===== src/rtl/rxdma_pkg.sv =====
package rxdma_pkg;
    localparam logic [11:0] OFS_CTRL = 12'h200;
    localparam logic [11:0] OFS_STAT = 12'h204;
    localparam logic [11:0] OFS_STOP = 12'h208;
    localparam logic [11:0] OFS_DPTR = 12'h20C;

    localparam int CTL_EN  = 0;
    localparam int CTL_FL  = 1;
    localparam int CTL_LE  = 2;
    localparam int ST_DONE = 0;
    localparam int ST_DERR = 1;
    localparam int ST_OVF  = 2;
    localparam int ST_CNT  = 16;
    localparam int FLG_EOC = 0;
    localparam int FLG_OWN = 31;

    typedef enum logic [3:0] {
        S_IDLE, S_FETCH_REQ, S_FETCH_WAIT, S_CHECK, S_XFER,
        S_WR_REQ, S_WR_WAIT, S_DRAIN, S_FRAME_END, S_CHAIN
    } rx_state_e;
endpackage


===== src/rtl/rxdma_regs.sv =====
module rxdma_regs
    import rxdma_pkg::*;
#(
    parameter int ADDR_W = 32,
    parameter int LEN_W  = 16
) (
    input  logic              clk,
    input  logic              rst_n,
    input  logic              reg_wr,
    input  logic [11:0]       reg_addr,
    input  logic [31:0]       reg_wdata,
    output logic [31:0]       reg_rdata,
    output logic              en_o,
    output logic              fl_o,
    output logic              le_o,
    output logic              stop_o,
    output logic [ADDR_W-1:0] dptr_o,
    input  logic              hw_en_clr,
    input  logic              hw_en_set,
    input  logic              hw_done,
    input  logic [LEN_W-1:0]  hw_count,
    input  logic              hw_desc_err,
    input  logic              hw_len_ovf
);
    logic              en_q, fl_q, le_q, stop_q;
    logic              done_q, derr_q, ovf_q;
    logic [LEN_W-1:0]  cnt_q;
    logic [ADDR_W-1:0] dptr_q;
    logic              ctrl_wr, dptr_wr, stat_wr;

    assign ctrl_wr = reg_wr && (reg_addr == OFS_CTRL) && !en_q;
    assign dptr_wr = reg_wr && (reg_addr == OFS_DPTR) && !en_q;
    assign stat_wr = reg_wr && (reg_addr == OFS_STAT);

    always_ff @(posedge clk or negedge rst_n) begin
        if (!rst_n) begin
            en_q   <= 1'b0;
            fl_q   <= 1'b0;
            le_q   <= 1'b1;
            stop_q <= 1'b0;
            dptr_q <= '0;
            done_q <= 1'b0;
            derr_q <= 1'b0;
            ovf_q  <= 1'b0;
            cnt_q  <= '0;
        end else begin
            if (ctrl_wr) begin
                en_q <= reg_wdata[CTL_EN];
                fl_q <= reg_wdata[CTL_FL];
                le_q <= reg_wdata[CTL_LE];
            end
            if (hw_en_clr) en_q <= 1'b0;
            if (hw_en_set) en_q <= 1'b1;
            if (dptr_wr) dptr_q <= reg_wdata[ADDR_W-1:0];
            if (reg_wr && (reg_addr == OFS_STOP)) stop_q <= reg_wdata[0];
            if (stat_wr) begin
                done_q <= done_q & ~reg_wdata[ST_DONE];
                derr_q <= derr_q & ~reg_wdata[ST_DERR];
                ovf_q  <= ovf_q  & ~reg_wdata[ST_OVF];
            end
            if (hw_done) begin
                done_q <= 1'b1;
                cnt_q  <= hw_count;
            end
            if (hw_desc_err) derr_q <= 1'b1;
            if (hw_len_ovf)  ovf_q  <= 1'b1;
        end
    end

    always_comb begin
        reg_rdata = '0;
        unique case (reg_addr)
            OFS_CTRL: begin
                reg_rdata[CTL_EN] = en_q;
                reg_rdata[CTL_FL] = fl_q;
                reg_rdata[CTL_LE] = le_q;
            end
            OFS_STAT: begin
                reg_rdata[ST_DONE]            = done_q;
                reg_rdata[ST_DERR]            = derr_q;
                reg_rdata[ST_OVF]             = ovf_q;
                reg_rdata[ST_CNT +: LEN_W]    = cnt_q;
            end
            OFS_STOP: reg_rdata[0] = stop_q;
            OFS_DPTR: reg_rdata[ADDR_W-1:0] = dptr_q;
            default:  reg_rdata = '0;
        endcase
    end

    assign en_o   = en_q;
    assign fl_o   = fl_q;
    assign le_o   = le_q;
    assign stop_o = stop_q;
    assign dptr_o = dptr_q;


    ctrl_lock_chk: assert property (@(posedge clk) disable iff (!rst_n)
        (reg_wr && reg_addr == OFS_CTRL && en_q) |=> ($stable(fl_q) && $stable(le_q)));

    dptr_lock_chk: assert property (@(posedge clk) disable iff (!rst_n)
        (reg_wr && reg_addr == OFS_DPTR && en_q) |=> $stable(dptr_q));

    desc_err_sticky_chk: assert property (@(posedge clk) disable iff (!rst_n)
        hw_desc_err |=> (derr_q && !en_q));
endmodule


===== src/rtl/rxdma_pause.sv =====
module rxdma_pause (
    input  logic clk,
    input  logic rst_n,
    input  logic fl_en,
    input  logic full_duplex,
    input  logic fifo_overrun,
    input  logic fifo_empty,
    output logic pause_req
);
    logic pause_q;

    always_ff @(posedge clk or negedge rst_n) begin
        if (!rst_n)                                   pause_q <= 1'b0;
        else if (fl_en && full_duplex && fifo_overrun) pause_q <= 1'b1;
        else if (fifo_empty)                          pause_q <= 1'b0;
    end

    assign pause_req = pause_q;


    pause_hold_chk: assert property (@(posedge clk) disable iff (!rst_n)
        (pause_q && !fifo_empty) |=> pause_q);

    pause_cause_chk: assert property (@(posedge clk) disable iff (!rst_n)
        $rose(pause_q) |-> $past(fl_en && full_duplex && fifo_overrun));
endmodule


===== src/rtl/rxdma_fsm.sv =====
module rxdma_fsm
    import rxdma_pkg::*;
#(
    parameter int ADDR_W = 32,
    parameter int DATA_W = 32,
    parameter int LEN_W  = 16
) (
    input  logic              clk,
    input  logic              rst_n,
    input  logic              en,
    input  logic              le,
    input  logic              stop,
    input  logic [ADDR_W-1:0] dptr,
    output logic              hw_en_clr,
    output logic              hw_en_set,
    output logic              hw_done,
    output logic [LEN_W-1:0]  hw_count,
    output logic              hw_desc_err,
    output logic              hw_len_ovf,
    output logic              mem_req_valid,
    input  logic              mem_req_ready,
    output logic              mem_req_write,
    output logic [ADDR_W-1:0] mem_req_addr,
    output logic [DATA_W-1:0] mem_req_wdata,
    input  logic              mem_rsp_valid,
    input  logic              mem_rsp_err,
    input  logic [DATA_W-1:0] mem_rsp_rdata,
    input  logic              fifo_valid,
    input  logic [DATA_W-1:0] fifo_data,
    input  logic              fifo_last,
    output logic              fifo_ready
);
    localparam int NBYTES = DATA_W / 8;

    rx_state_e         state_q, state_d;
    logic [ADDR_W-1:0] ptr_q, buf_q, next_q;
    logic [LEN_W-1:0]  len_q, wcnt_q;
    logic [DATA_W-1:0] flags_q, data_q, data_sw;
    logic [1:0]        widx_q;
    logic              last_q;
    logic              buf_full, chain_go;

    assign buf_full = (wcnt_q == len_q);
    assign chain_go = !flags_q[FLG_EOC] && !stop;

    for (genvar g = 0; g < NBYTES; g++) begin : g_swap
        assign data_sw[8*g +: 8] = le ? data_q[8*g +: 8] : data_q[DATA_W-8-8*g +: 8];
    end

    always_comb begin
        state_d = state_q;
        unique case (state_q)
            S_IDLE:       if (en && !stop) state_d = S_FETCH_REQ;
            S_FETCH_REQ:  if (mem_req_ready) state_d = S_FETCH_WAIT;
            S_FETCH_WAIT: if (mem_rsp_valid) begin
                              if (mem_rsp_err)      state_d = S_IDLE;
                              else if (widx_q == 2'd3) state_d = S_CHECK;
                              else                  state_d = S_FETCH_REQ;
                          end
            S_CHECK:      state_d = flags_q[FLG_OWN] ? S_XFER : S_FETCH_REQ;
            S_XFER:       if (fifo_valid) state_d = buf_full ? S_DRAIN : S_WR_REQ;
            S_WR_REQ:     if (mem_req_ready) state_d = S_WR_WAIT;
            S_WR_WAIT:    if (mem_rsp_valid) state_d = last_q ? S_FRAME_END : S_XFER;
            S_DRAIN:      if (fifo_valid && fifo_last) state_d = S_FRAME_END;
            S_FRAME_END:  state_d = S_CHAIN;
            S_CHAIN:      state_d = chain_go ? S_FETCH_REQ : S_IDLE;
            default:      state_d = S_IDLE;
        endcase
    end

    always_ff @(posedge clk or negedge rst_n) begin
        if (!rst_n) state_q <= S_IDLE;
        else        state_q <= state_d;
    end

    always_ff @(posedge clk or negedge rst_n) begin
        if (!rst_n) begin
            ptr_q   <= '0;
            buf_q   <= '0;
            next_q  <= '0;
            len_q   <= '0;
            flags_q <= '0;
            wcnt_q  <= '0;
            widx_q  <= '0;
            data_q  <= '0;
            last_q  <= 1'b0;
        end else begin
            unique case (state_q)
                S_IDLE: begin
                    ptr_q  <= dptr;
                    widx_q <= '0;
                end
                S_FETCH_WAIT: if (mem_rsp_valid && !mem_rsp_err) begin
                    unique case (widx_q)
                        2'd0: buf_q   <= mem_rsp_rdata[ADDR_W-1:0];
                        2'd1: len_q   <= mem_rsp_rdata[LEN_W-1:0];
                        2'd2: next_q  <= mem_rsp_rdata[ADDR_W-1:0];
                        2'd3: flags_q <= mem_rsp_rdata;
                        default: ;
                    endcase
                    widx_q <= widx_q + 2'd1;
                end
                S_CHECK: begin
                    widx_q <= '0;
                    wcnt_q <= '0;
                end
                S_XFER: if (fifo_valid && !buf_full) begin
                    data_q <= fifo_data;
                    last_q <= fifo_last;
                end
                S_WR_WAIT: if (mem_rsp_valid) wcnt_q <= wcnt_q + 1'b1;
                S_CHAIN: if (chain_go) begin
                    ptr_q  <= next_q;
                    widx_q <= '0;
                end
                default: ;
            endcase
        end
    end

    always_comb begin
        mem_req_valid = 1'b0;
        mem_req_write = 1'b0;
        mem_req_addr  = ptr_q + (ADDR_W'(widx_q) << 2);
        mem_req_wdata = data_sw;
        fifo_ready    = 1'b0;
        hw_en_clr     = 1'b0;
        hw_en_set     = 1'b0;
        hw_done       = 1'b0;
        hw_desc_err   = 1'b0;
        hw_len_ovf    = 1'b0;
        hw_count      = wcnt_q;
        unique case (state_q)
            S_FETCH_REQ:  mem_req_valid = 1'b1;
            S_FETCH_WAIT: if (mem_rsp_valid && mem_rsp_err) begin
                              hw_en_clr   = 1'b1;
                              hw_desc_err = 1'b1;
                          end
            S_XFER: begin
                fifo_ready = fifo_valid && !buf_full;
                hw_len_ovf = fifo_valid && buf_full;
            end
            S_WR_REQ: begin
                mem_req_valid = 1'b1;
                mem_req_write = 1'b1;
                mem_req_addr  = buf_q + (ADDR_W'(wcnt_q) << 2);
            end
            S_DRAIN:      fifo_ready = fifo_valid;
            S_FRAME_END: begin
                hw_done   = 1'b1;
                hw_en_clr = 1'b1;
            end
            S_CHAIN:      hw_en_set = chain_go;
            default: ;
        endcase
    end


    req_hold_chk: assert property (@(posedge clk) disable iff (!rst_n)
        (mem_req_valid && !mem_req_ready) |=>
        (mem_req_valid && $stable(mem_req_addr) && $stable(mem_req_write)));

    en_busy_chk: assert property (@(posedge clk) disable iff (!rst_n)
        (state_q != S_IDLE && state_q != S_CHAIN) |-> en);

    wr_in_buf_chk: assert property (@(posedge clk) disable iff (!rst_n)
        (mem_req_valid && mem_req_write) |-> (wcnt_q < len_q));
endmodule


===== src/rtl/rxdma_chain_ctrl.sv =====
module rxdma_chain_ctrl #(
    parameter int ADDR_W = 32,
    parameter int DATA_W = 32,
    parameter int LEN_W  = 16
) (
    input  logic              clk,
    input  logic              rst_n,
    input  logic              reg_wr,
    input  logic [11:0]       reg_addr,
    input  logic [31:0]       reg_wdata,
    output logic [31:0]       reg_rdata,
    output logic              mem_req_valid,
    input  logic              mem_req_ready,
    output logic              mem_req_write,
    output logic [ADDR_W-1:0] mem_req_addr,
    output logic [DATA_W-1:0] mem_req_wdata,
    input  logic              mem_rsp_valid,
    input  logic              mem_rsp_err,
    input  logic [DATA_W-1:0] mem_rsp_rdata,
    input  logic              fifo_valid,
    input  logic [DATA_W-1:0] fifo_data,
    input  logic              fifo_last,
    output logic              fifo_ready,
    input  logic              fifo_empty,
    input  logic              fifo_overrun,
    input  logic              full_duplex,
    output logic              pause_req
);
    logic              en, fl, le, stop;
    logic [ADDR_W-1:0] dptr;
    logic              hw_en_clr, hw_en_set, hw_done, hw_desc_err, hw_len_ovf;
    logic [LEN_W-1:0]  hw_count;

    rxdma_regs #(.ADDR_W(ADDR_W), .LEN_W(LEN_W)) u_regs (
        .clk(clk), .rst_n(rst_n),
        .reg_wr(reg_wr), .reg_addr(reg_addr), .reg_wdata(reg_wdata), .reg_rdata(reg_rdata),
        .en_o(en), .fl_o(fl), .le_o(le), .stop_o(stop), .dptr_o(dptr),
        .hw_en_clr(hw_en_clr), .hw_en_set(hw_en_set), .hw_done(hw_done),
        .hw_count(hw_count), .hw_desc_err(hw_desc_err), .hw_len_ovf(hw_len_ovf)
    );

    rxdma_fsm #(.ADDR_W(ADDR_W), .DATA_W(DATA_W), .LEN_W(LEN_W)) u_fsm (
        .clk(clk), .rst_n(rst_n),
        .en(en), .le(le), .stop(stop), .dptr(dptr),
        .hw_en_clr(hw_en_clr), .hw_en_set(hw_en_set), .hw_done(hw_done),
        .hw_count(hw_count), .hw_desc_err(hw_desc_err), .hw_len_ovf(hw_len_ovf),
        .mem_req_valid(mem_req_valid), .mem_req_ready(mem_req_ready),
        .mem_req_write(mem_req_write), .mem_req_addr(mem_req_addr),
        .mem_req_wdata(mem_req_wdata), .mem_rsp_valid(mem_rsp_valid),
        .mem_rsp_err(mem_rsp_err), .mem_rsp_rdata(mem_rsp_rdata),
        .fifo_valid(fifo_valid), .fifo_data(fifo_data), .fifo_last(fifo_last),
        .fifo_ready(fifo_ready)
    );

    rxdma_pause u_pause (
        .clk(clk), .rst_n(rst_n), .fl_en(fl), .full_duplex(full_duplex),
        .fifo_overrun(fifo_overrun), .fifo_empty(fifo_empty), .pause_req(pause_req)
    );
endmodule


===== config.mk =====
export PLATFORM = sky130hd
export DESIGN_NAME = rxdma_chain_ctrl
export DESIGN_NICKNAME = d
export VERILOG_FILES = /design/src/rtl/rxdma_pkg.sv /design/src/rtl/rxdma_regs.sv /design/src/rtl/rxdma_pause.sv /design/src/rtl/rxdma_fsm.sv /design/src/rtl/rxdma_chain_ctrl.sv
export SDC_FILE = /design/constraint.sdc
export NUM_CORES = 1
export LEC_CHECK = 0
export ABC_AREA = 1
export BUFFER_PORTS_ARGS = -buffer_cell sky130_fd_sc_hd__clkbuf_2
export CAP_MARGIN = 0
export CORE_ASPECT_RATIO = 1.1
export CORE_UTILIZATION = 40
export DETAILED_ROUTE_END_ITERATION = 12
export GPL_TIMING_DRIVEN = 0
export PLACE_DENSITY = 0.7
export SYNTH_ARGS = -nofsm -noshare
export SYNTH_HDL_FRONTEND = slang
export SYNTH_SLANG_ARGS = --single-unit

===== constraint.sdc =====
create_clock -name clk -period 2.2 [get_ports clk]
set_clock_uncertainty 0.15 [all_clocks]
set_input_delay 0.44 -clock clk [delete_from_list [all_inputs] [get_ports clk]]
set_output_delay 0.44 -clock clk [all_outputs]
set_load 0.05 [all_outputs]

## After elaboration in Yosys (flattened, before gate mapping)

Index checks and enable logic that the tools add are counted.

| word-level totals | value |
|---|---|
| logic and storage cells | 147 |
| output and inout port bits | 100 |
| input bits | 119 |
| bits in registers | 255 |

| operators by class | value |
|---|---|
| $add $sub $neg | 4 |
| reductions and logical operators | 41 |
| eq/ne operators | 26 |
| mux-type cells | 50 |
| bitwise operators | 6 |

Operators with widths:

| cell | number |
|---|---|
| $mux W32 | 2 |
| $pmux W16 S2 | 2 |
| $pmux W32 S2 | 1 |
| $eq A12 B10 Y1 const B | 4 |
| $pmux W4 S10 | 1 |
| $mux W4 | 9 |
| $add A32 B18 Y32 | 1 |
| $add A32 B4 Y32 | 1 |
| $mux W8 | 4 |
| $mux W1 | 19 |
| $add A16 B1 Y16 const B | 1 |
| $eq A16 B16 Y1 | 1 |
| $eq A4 B3 Y1 const B | 4 |
| $mux W16 | 1 |
| $logic_and A1 B1 Y1 | 15 |
| $reduce_and A3 Y1 | 5 |
| $mux W13 | 1 |
| $pmux W2 S3 | 2 |
| $reduce_bool A2 Y1 | 6 |
| $ne A2 B2 Y1 const B | 5 |
| $eq A4 B2 Y1 const B | 2 |
| $eq A4 B4 Y1 const B | 2 |
| $mux W2 | 4 |
| $ne A2 B1 Y1 const B | 4 |
| 16 further kinds | 30 |

## Logic depth before layout (Yosys ltp)

Gate-level depths: netlist (run 1).

| logic depth | value |
|---|---|
| depth after elaboration | 6 |
| mapped depth | 13 |
| depth with buffers taken out | 13 |

## Cells and area by module

A second synthesis (run 1) with hierarchy kept.

| unflattened totals | value |
|---|---|
| cells, all modules | 1853 |
| area, all modules | 13220.2 µm² |

Modules (own cells, without submodules):

| module | cells each | area each (µm²) | instances | seq. area each (µm²) |
|---|---|---|---|---|
| rxdma_fsm | 1509 | 10507.6 | 1 | 4229.1 |
| rxdma_regs | 339 | 2671.3 | 1 | 1377.6 |
| rxdma_pause | 5 | 41.3 | 1 | 25.0 |

## Least setup slack after synthesis (run 1)

No wires, ideal clock.

| timing path | value |
|---|---|
| kind | flip-flop to output port |
| start | register u_fsm.wcnt_q[0], in the netlist u_fsm.hw_count[0] |
| end | output mem_req_addr[18] |
| stages on the path, launching flop included | 12 |
| arrival time | 2796 ps |
| buffers on the path | 0 |
| path slack | -1186 ps |
| path through | dfrtp_1 -> ha_1 -> fa_1 -> nand3_1 -> nand3_1 -> nand2_1 -> nand2_1 -> nand2_1 -> nand3_1 -> nand2_1 -> nand2_1 -> o21ai_0 |

| between the ends | value |
|---|---|
| cells in the longest elaborated chain, start to end | 2 |

Ends and longest elaborated chain:

| item | RTL line | text |
|---|---|---|
| from (decl) | rxdma_fsm.sv:37 | `logic [LEN_W-1:0] len_q, wcnt_q;` |
| from (signal assigned) | rxdma_fsm.sv:111 | `S_WR_WAIT: if (mem_rsp_valid) wcnt_q <= wcnt_q + 1'b1;` |
| $add A32 B18 Y32 | rxdma_fsm.sv:146 | `mem_req_addr = buf_q + (ADDR_W'(wcnt_q) << 2);` |
| $mux W32 | rxdma_fsm.sv:133 | `unique case (state_q)` |
| to (decl) | rxdma_chain_ctrl.sv:15 | `output logic [ADDR_W-1:0] mem_req_addr,` |

No other way between the ends.

## Final worst setup path (run 1)

| timing path | value |
|---|---|
| start | register u_fsm.wcnt_q[0], in the netlist u_fsm.hw_count[0] |
| end | output mem_req_addr[16] |

Same word-level chain as after synthesis.

==> results of run 1 <==
## Yosys cell counts (20+ instances only)
library cell	instances	share of area
nand2_1	554	0.16
inv_1	249	0.072
dfrtp_1	224	0.43
o21ai_0	161	0.062
nor2_1	157	0.045
nand3_1	103	0.039
a21oi_1	64	0.025
nor3_1	33	0.013
clkbuf_1	29	0.0083
a31oi_1	25	0.012
buf_2	25	0.0096
ha_1	23	0.022
o21ai_1	22	0.0084
xnor2_1	21	0.014
xor2_1	20	0.013
## repair_timing
action | in CTS | in global routing
endpoints found under the setup margin | 129 | 231
pin swaps | 69 | 99
resized for setup | 553 | 321
hold buffers | 28 | 0
setup buffers | 72 | 53
hold endpoints to repair | 77 | 0
cloned | 9 | 0
## worst max-delay path, stage by stage (launching register included)
cell and delay (ns):
dfrtp_2 0.43, ha_4 0.18, fa_2 0.36, nand3_2 0.10
nand3_4 0.11, nand2_4 0.11, nand2_8 0.08, nand2_4 0.07
nand2_4 0.05, xor2_2 0.18, nand2_1 0.12, nand2_4 0.09
clkbuf_16 0.16
## per-stage QoR
step / util / TNS [ns] / hold slack, ns
after floorplan: - / -5.93 / -0.00559
after global placement: 0.476 / -941.60 / 0.305
after detailed placement: 0.478 / -49.21 / 0.284
after CTS: 0.618 / -37.93 / 0.00144
after global routing: 0.656 / -41.78 / 0.0403
final: 0.656 / -36.07 / 0.0408
## power by group through the flow
stage / Clock, mW / Sequential [mW] / Combinational, mW
after detailed placement: 0 / 6.27 / 6.26
after global placement: 0 / 6.24 / 6.12
after floorplan: 0 / 5.86 / 4.75
after global routing: 4.78 / 6.48 / 9.79
after CTS: 4.59 / 6.26 / 8.09
final: 4.56 / 6.42 / 9.29
## worst paths after layout
| kind | from | end | slack (ns) | cells after the start |
|---|---|---|---|---|
| worst max-delay path | u_fsm.hw_count[0]$_DFFE_PN0P_ | mem_req_addr[16] | -0.96 | 12 |
| worst min-delay path | fifo_data[3] | u_fsm.data_q[3]$_DFFE_PN0P_ | 0.04 | 3 |
| worst max register to register | u_fsm.hw_count[8]$_DFFE_PN0P_ | u_fsm.data_q[11]$_DFFE_PN0P_ | 0.02 | 11 |
| worst min register to register | u_regs.dptr_o[4]$_DFFE_PN0P_ | u_regs.dptr_o[4]$_DFFE_PN0P_ | 0.33 | 2 |
| max in group asynchronous | rst_n | u_fsm.ptr_q[3]$_DFFE_PN0P_ | 0.31 | 4 |
| min in group asynchronous | rst_n | u_fsm.buf_q[11]$_DFFE_PN0P_ | 0.30 | 2 |
## kinds of logic after synthesis
logic type | Yosys count | share of synthesized area
AND/OR/NAND/NOR | 892 | 0.282
flip-flops | 225 | 0.431
multiplexers | 2 | 0.00172
buffers and inverters | 325 | 0.102
AO/OA/AOI/OAI | 310 | 0.130
XOR/XNOR | 41 | 0.0275
adder cells (fa/ha/maj) | 25 | 0.0251
## cell type report
class,instances,area share
repair buffers,368,0.190
flip-flops and latches,225,0.268
plain buffers,63,0.0300
clock inverters,6,0.00415
clock buffers,40,0.0390
well taps,426,0.0252
inverters,256,0.0470
multi-input cells,1270,0.397
## routing by layer
metal	part of all wire	wire (µm)
met5	0.00023	13
met4	0.067	3690
met3	0.071	3960
met2	0.49	27200
met1	0.37	20600
## state kept, by name, summed over array words and instances, names as in the netlist
signal,count
u_fsm.flags_q,2
u_pause.pause_req,1
u_fsm.state_q,4
u_fsm.len_q,16
u_regs.derr_q,1
u_fsm.next_q,32
u_regs.en_o,1
u_fsm.hw_count,16
u_fsm.widx_q,2
u_regs.le_o,1
u_regs.dptr_o,32
u_fsm.ptr_q,32
u_fsm.data_q,32
u_fsm.buf_q,32
u_regs.ovf_q,1
u_regs.cnt_q,16
u_regs.stop_o,1
u_regs.done_q,1
u_fsm.last_q,1
u_regs.fl_o,1
==> impl_metrics.csv, run 1 <==
group,metric,value,unit
run_status,status,"finished with violations",
run_status,violations,"negative setup slack",
timing,setup_ws,-0.963,ns
floorplan,pin_count,219,
routing,drc_errors,0,
cts,cts_root_buffer,"clkbuf_16",
final_layout,fin_nets,2354,
place,hpwl,35.9,mm
yosys,ys_async_sr_fraction,1.00,
setup_path,required,1.61,ns
grt,antenna_found_initial,1,
power_and_ir_drop,switching_share,0.419,
routing,wl_per_cell,20.9,µm
routing,avgViaCountPerCell,5.58,
final_layout,ff_latch_area,5660,µm²
cts,clkTransAtPathRegs,0.06,ns
yosys,synthFlopType,"dfrtp_1",
place,io_buffers,218,
cts,cts_inserted_buffers,26,
timing,fmax,316,MHz
timing,slew_headroom,0.619,
yosys,ys_ff_latch,225,
place,gp_congestion,0.958,
power_and_ir_drop,power_frac_seq,0.317,
routing,wl,55.5,mm
power_and_ir_drop,p_clk_frac,0.225,
grt,busiest_layer,"met2",
timing,rsz0062_at_grt,"true",
yosys,postSynthAreaPerCell,7.18,µm²
setup_path,setup.worst_path.start_class,"flop",
timing,hold_viol,0,
grt,grt_pass1_vias,14600,
power_and_ir_drop,powerDensity,960,nW/µm²
place,post-place-ws,-0.811,ns
timing,min_period,3.16,ns
cts,h-tree-depth,1,
power_and_ir_drop,p_switching,8.49,mW
power_and_ir_drop,pwr-share-comb,0.459,
power_and_ir_drop,total_power,20.3,mW
cts,cts_max_path_buffers,3,
final_layout,drive_above_1_share,0.374,
power_and_ir_drop,peakVddDrop,0.901,mV
final_layout,num_antenna_cells,0,
timing,tightestPinTransition,0.567,ns
yosys,synth_edf_count,0,
timing,setup_viol,98,
timing,slew_violations,0,
final_layout,nFillCells,2404,
routing,vias,14800,
final_layout,syn_to_final_growth,61.6,%
cts,cts.sink_count,225,
final_layout,layout_commonest_cell,"nand2_1",
floorplan,core_area,32200,µm²
floorplan,start_util,0.406,
setup_path,arrival,2.57,ns
floorplan,die_y,192,µm
timing,fin_crit_sh,1.44,
job,cap_violations,0,
grt,global_route.usage.met3,0.0420,
grt,grt_first_pass_wirelength,80.3,mm
place,placed_cell_area,15400,µm²
final_layout,layout.cells.non_filler,2654,
power_and_ir_drop,leakagePower,10.4,nW
routing,drtIter0Drc,1399,
grt,grt_use_total,0.311,
cts,clock_latency,0.54,ns
yosys,synth_cell_types,44,
floorplan,die_w,174,µm
grt,use_met2,0.539,
yosys,syn-num-nets,1964,
final_layout,fin_area,21100,µm²
yosys,synthCells,1820,
cts,cts_tree,"yes",
routing,drt_first_pass_iters,6,
grt,grt_start_max_net_pins,113,
hold_path,hold_path_class,"in -> reg",
place,placed_cells,2466,
grt,grt_remaining_overflow,0,
yosys,ys_warn_count,0,
final_layout,multi_input_area,8380,µm²
floorplan,dieArea,33400,µm²
power_and_ir_drop,internal_power,11.8,mW
yosys,synth_seq_area_share,0.431,
final_layout,final_cell_mix,"nand2_1 (430), inv_1 (238), dfrtp_1 (203)",
setup_path,end_kind,"primary output",
grt,grt_util_met1,0.373,
floorplan,rows,69,
setup_path,crit_fanout,4,
setup_path,criticalPathCategory,"reg -> out",
yosys,syn_area,13100,µm²
routing,ant_nets,0,
No activity file was read; power rests on OpenSTA's default activity.
==> run 2: changes to the inputs <==
--- a/config.mk
+++ b/config.mk
@@ -12,7 +12,7 @@
 export CORE_UTILIZATION = 40
 export DETAILED_ROUTE_END_ITERATION = 12
 export GPL_TIMING_DRIVEN = 0
-export PLACE_DENSITY = 0.7
+export PLACE_DENSITY = 0.74
 export SYNTH_ARGS = -nofsm -noshare
 export SYNTH_HDL_FRONTEND = slang
 export SYNTH_SLANG_ARGS = --single-unit
==> impl_metrics.csv, run 2 (synthesis results as in run 1) <==
group,metric,value,unit
setup_path,worstReg2RegStart,"u_fsm.state_q[0]$_DFFE_PN0P_",
routing,vias,15000,
timing,fin_crit_sh,1.44,
timing,rsz0062_at_grt,"true",
setup_path,end_kind,"primary output",
setup_path,rr_worst_depth,6,
grt,antenna_found_initial,0,
final_layout,multi_input_area,8300,µm²
routing,drt_first_pass_iters,6,
power_and_ir_drop,p_switching,8.64,mW
power_and_ir_drop,peakVddDrop,1.21,mV
power_and_ir_drop,power_frac_seq,0.322,
cts,h-tree-depth,1,
timing,hold_viol,0,
final_layout,fin_nets,2344,
floorplan,core_area,32200,µm²
routing,drc_errors,0,
routing,avgViaCountPerCell,5.67,
floorplan,start_util,0.406,
floorplan,die_y,192,µm
run_status,status,"finished with violations",
cts,clock_latency,0.56,ns
timing,fmax,315,MHz
routing,drtIter0Drc,1420,
grt,grt_start_max_net_pins,116,
final_layout,final_cell_mix,"nand2_1 (434), inv_1 (242), dfrtp_1 (205)",
routing,ant_nets,0,
place,hpwl,35.2,mm
power_and_ir_drop,switching_share,0.432,
floorplan,rows,69,
final_layout,nFillCells,2390,
power_and_ir_drop,internal_power,11.4,mW
place,gp_congestion,0.973,
run_status,violations,"negative setup slack",
floorplan,pin_count,219,
grt,grt_remaining_overflow,0,
routing,wl_per_cell,21.5,µm
setup_path,r2r-end,"u_fsm.data_q[14]$_DFFE_PN0P_",
final_layout,fin_area,20800,µm²
hold_path,worst_hold_path.endpoint,"u_fsm.next_q[28]$_DFFE_PN0P_",
hold_path,whs_path_depth,3,
timing,tightestPinTransition,0.628,ns
final_layout,drive_above_1_share,0.359,
setup_path,setup.worst_path.start_class,"flop",
timing,min_period,3.17,ns
grt,grt_use_total,0.315,
cts,clkTransAtPathRegs,0.06,ns
grt,grt_first_pass_wirelength,80.6,mm
floorplan,dieArea,33400,µm²
job,cap_violations,0,
hold_path,hp-start,"mem_rsp_rdata[28]",
cts,cts_root_buffer,"clkbuf_16",
final_layout,num_antenna_cells,0,
final_layout,syn_to_final_growth,59.0,%
place,placed_cell_area,15400,µm²
floorplan,die_w,174,µm
power_and_ir_drop,p_clk_frac,0.225,
timing,setup_viol,110,
power_and_ir_drop,pwr-share-comb,0.453,
cts,cts_tree,"yes",
timing,setup_tns,-39.97,ns
power_and_ir_drop,leakagePower,10.2,nW
cts,cts_max_path_buffers,3,
timing,slew_violations,0,
cts,cts_inserted_buffers,26,
place,io_buffers,218,
power_and_ir_drop,powerDensity,963,nW/µm²
timing,slew_headroom,0.581,
hold_path,hold_path_class,"in -> reg",
cts,cts.sink_count,225,
setup_path,required,1.61,ns
grt,grt_pass1_vias,14500,
setup_path,arrival,2.58,ns
routing,wl,56.8,mm
setup_path,rrSetupSlack,-0.11,ns
setup_path,criticalPathCategory,"reg -> out",
final_layout,ff_latch_area,5660,µm²
timing,setup_ws,-0.975,ns
setup_path,crit_fanout,4,
final_layout,layout_commonest_cell,"nand2_1",
==> run 2: cell types whose count changed in the layout (fill, tap and decap cells not counted), sizes merged <==
cell	before	now
clkinv	4	7
dlygate4sd3	28	35
clkbuf	221	223
buf	222	199
clkinvlp	2	1
==> run 2: area by class of cell <==
class,count,share of cell area
clock buffer,36,0.0365
timing repair buffer,355,0.182
sequential,225,0.272
tap,426,0.0257
clock inverter,8,0.00590
buffer,66,0.0304
multi-input combinational,1270,0.400
inverter,256,0.0475
==> run 2: how the worst max path moves through the flow <==
| stage | startpoint | endpoint | slack, ns | cells after the start |
|---|---|---|---|---|
| 2_1_floorplan | u_fsm.hw_count[0]$_DFFE_PN0P_ | mem_req_addr[18] | -0.31 | 11 |
| 3_3_place_gp | rst_n | u_regs.dptr_o[4]$_DFFE_PN0P_ | -3.98 | 1 |
| 3_5_place_dp | u_fsm.hw_count[13]$_DFFE_PN0P_ | fifo_ready | -0.82 | 9 |
| 4_1_cts | u_fsm.hw_count[0]$_DFFE_PN0P_ | mem_req_addr[16] | -0.95 | 12 |
| 5_1_grt | u_fsm.hw_count[4]$_DFFE_PN0P_ | mem_req_addr[27] | -1.05 | 12 |
| 6_report | u_fsm.hw_count[0]$_DFFE_PN0P_ | mem_req_addr[16] | -0.97 | 12 |
==> run 2: layer usage <==
| layer | routed length, µm | part of all wire | GRT usage | vias up |
|---|---|---|---|---|
| met5 | 0 | 0 | 0 | - |
| met4 | 4150 | 0.073 | 0.177 | 0 |
| met3 | 4290 | 0.076 | 0.0489 | 271 |
| met2 | 27700 | 0.49 | 0.549 | 955 |
| met1 | 20600 | 0.36 | 0.371 | 7202 |
| li1 | - | - | - | 6545 |
==> run 2: through the flow <==
step,std cells,utilization,hold slack [ns],setup slack [ns],power (mW)
after floorplan,1820,-,-0.00559,-0.313,10.6
after global placement,2464,0.476,0.303,-3.98,12.4
after detailed placement,2466,0.478,0.309,-0.820,12.5
after CTS,2617,0.610,0.00283,-0.948,18.6
after global routing,2642,0.645,0.0360,-1.05,20.7
final,2642,0.645,0.0178,-0.975,20.0
==> run 2: what timing repair did <==
| item | 4_1_cts | 5_1_grt |
|---|---|---|
| hold buffers | 35 | 0 |
| setup buffers | 67 | 35 |
| endpoints found under the hold margin | 143 | 0 |
| pin swaps | 70 | 75 |
| gates cloned | 6 | 2 |
| setup endpoints to repair | 131 | 206 |
| resized for setup | 521 | 285 |
==> run 2: power groups by stage <==
stage	sequential (mW)	combinational, mW	clock, mW
floorplan	5.86	4.75	0
global placement	6.23	6.13	0
detailed placement	6.25	6.25	0
CTS	6.25	7.91	4.44
global route	6.48	9.57	4.65
finish	6.45	9.06	4.50
==> run 2: worst max-delay path: stages, from the launching register on <==
cell       delay, ns
dfrtp_2         0.44
ha_4            0.17
fa_2            0.36
nand3_2         0.10
nand3_4         0.11
nand2_2         0.10
nand2_4         0.08
nand2_2         0.07
nand2_2         0.06
xor2_2          0.19
nand2_2         0.10
nand2_4         0.08
clkbuf_16       0.16
==> run 3: changes to the inputs <==
--- a/config.mk
+++ b/config.mk
@@ -12,6 +12,7 @@
 export CORE_UTILIZATION = 40
 export DETAILED_ROUTE_END_ITERATION = 12
 export GPL_TIMING_DRIVEN = 0
+export HOLD_SLACK_MARGIN = 0.12
 export PLACE_DENSITY = 0.74
 export SYNTH_ARGS = -nofsm -noshare
 export SYNTH_HDL_FRONTEND = slang
==> impl_metrics.csv, run 3 (synthesis results as in run 1) <==
group,metric,value,unit
timing,setup_viol,103,
floorplan,rows,69,
setup_path,required,1.61,ns
place,hpwl,35.2,mm
place,placed_cell_area,15400,µm²
setup_path,crit_fanout,4,
final_layout,nFillCells,2311,
power_and_ir_drop,leakagePower,10.4,nW
final_layout,layout.cells.non_filler,2701,
final_layout,layout_commonest_cell,"nand2_1",
floorplan,die_y,192,µm
setup_path,path_cells,"ha_4 > fa_2 > nand3_2 > nand3_4 > nand2_2 > nand2_4 > nand2_2 > nand2_2 > xor2_2 > nand2_2 > nand2_4 > clkbuf_16",
floorplan,core_area,32200,µm²
place,post-place-ws,-0.820,ns
setup_path,end_kind,"primary output",
grt,grt_first_pass_wirelength,84.7,mm
run_status,violations,"negative setup slack",
setup_path,cpMaxStageDelayCell,"dfrtp_2",
final_layout,syn_to_final_growth,61.7,%
place,gp_congestion,0.973,
cts,cts_max_path_buffers,3,
setup_path,rr_worst_depth,11,
cts,cts.sink_count,225,
cts,clock_latency,0.56,ns
floorplan,die_w,174,µm
hold_path,hold_path_class,"in -> reg",
power_and_ir_drop,powerDensity,944,nW/µm²
timing,tightestPinTransition,0.764,ns
setup_path,worst_path_most_repeated_cell,"nand2_2",
timing,hold_ws,0.119,ns
grt,grt_remaining_overflow,0,
routing,avgViaCountPerCell,5.65,
cts,cts_inserted_buffers,26,
grt,antenna_found_initial,1,
setup_path,crit_cells,12,
routing,wl,59.3,mm
timing,hold_viol,0,
floorplan,pin_count,219,
timing,setup_tns,-41.86,ns
timing,slew_violations,0,
grt,grt_pass1_vias,15200,
hold_path,whs_path_depth,3,
routing,drt_first_pass_iters,6,
setup_path,criticalPathCategory,"reg -> out",
cts,clkTransAtPathRegs,0.06,ns
place,placed_cells,2466,
setup_path,max_stage_delay,0.44,ns
routing,wl_per_cell,22.0,µm
floorplan,dieArea,33400,µm²
setup_path,critical-path-top-delay-family,"simple AND/OR/NAND/NOR gates",
routing,drc_errors,0,
timing,setup_ws,-0.960,ns
final_layout,fin_nets,2402,
timing,min_period,3.16,ns
routing,vias,15300,
run_status,status,"finished with violations",
cts,h-tree-depth,1,
cts,cts_tree,"yes",
cts,cts_root_buffer,"clkbuf_16",
timing,slew_headroom,0.486,
final_layout,fin_area,21100,µm²
timing,fin_crit_sh,1.44,
grt,grt_use_total,0.331,
final_layout,multi_input_area,8110,µm²
grt,grt_start_max_net_pins,116,
power_and_ir_drop,peakVddDrop,0.880,mV
floorplan,start_util,0.406,
setup_path,arrival,2.57,ns
routing,ant_nets,0,
place,io_buffers,218,
routing,drtIter0Drc,1527,
setup_path,path_buf_inv,1,
timing,rsz0062_at_grt,"true",
setup_path,setup.worst_path.start_class,"flop",
final_layout,drive_above_1_share,0.333,
timing,fmax,316,MHz
final_layout,ff_latch_area,5660,µm²
job,cap_violations,0,
final_layout,final_cell_mix,"nand2_1 (447), inv_1 (244), dfrtp_1 (205)",
-- run 3: cell count changes in the layout (fill, tap and decap cells not counted), sizes merged --
cell,change
dlygate4sd3,+60
diode,+1
clkbuf,-2
-- run 3: worst min-delay path, stage by stage --
cell	delay, ns
clkbuf_2	0.08
inv_1	0.08
o21ai_0	0.17
-- run 3: layout make-up --
class	instances	area share
clock buffers	36	0.0359
multi-input cells	1270	0.384
well taps	426	0.0252
plain buffers	68	0.0303
diodes	1	0.000118
inverters	256	0.0465
flip-flops and latches	225	0.268
repair buffers	411	0.204
clock inverters	8	0.00580
-- run 3: per-stage QoR --
stage,utilization,power [mW]
after floorplan,-,10.6
after global placement,0.476,12.4
after detailed placement,0.478,12.5
after CTS,0.629,18.7
after global routing,0.656,20.6
final,0.656,20.0
-- run 3: layer usage --
layer | GRT usage | vias to the layer above | share of wire
li1 | - | 6663 | -
met1 | 0.379 | 7230 | 0.35
met2 | 0.579 | 983 | 0.47
met3 | 0.0555 | 392 | 0.079
met4 | 0.203 | 0 | 0.091
met5 | 0 | - | 0
-- run 3: worst paths after layout --
path / end / slack [ns] / startpoint
hold / removal: u_fsm.len_q[4]$_DFFE_PN0P_ / 0.12 / mem_rsp_rdata[4]
hold reg to reg: u_regs.dptr_o[4]$_DFFE_PN0P_ / 0.33 / u_regs.dptr_o[4]$_DFFE_PN0P_
setup / recovery: mem_req_addr[16] / -0.96 / u_fsm.hw_count[0]$_DFFE_PN0P_
min in group asynchronous: u_fsm.buf_q[8]$_DFFE_PN0P_ / 0.37 / rst_n
setup reg to reg: u_fsm.data_q[11]$_DFFE_PN0P_ / -0.06 / u_fsm.hw_count[10]$_DFFE_PN0P_
max in group asynchronous: u_fsm.state_q[0]$_DFFE_PN0P_ / 0.53 / rst_n
-- run 3: where the power goes --
part           switching, mW  internal [mW]  leakage [nW]  total, mW
clock                   1.86           2.64         0.434       4.50
sequential              1.30           5.14          2.96       6.45
combinational           5.46           3.55          6.97       9.00
-- run 3: repair_timing --
action / in CTS / in global routing
gates cloned: 6 / 0
hold buffers: 96 / 0
hold endpoints to repair: 224 / 0
buffers inserted: 67 / 30
pin swaps: 70 / 69
setup endpoints to repair: 131 / 214
gates resized for setup: 521 / 230
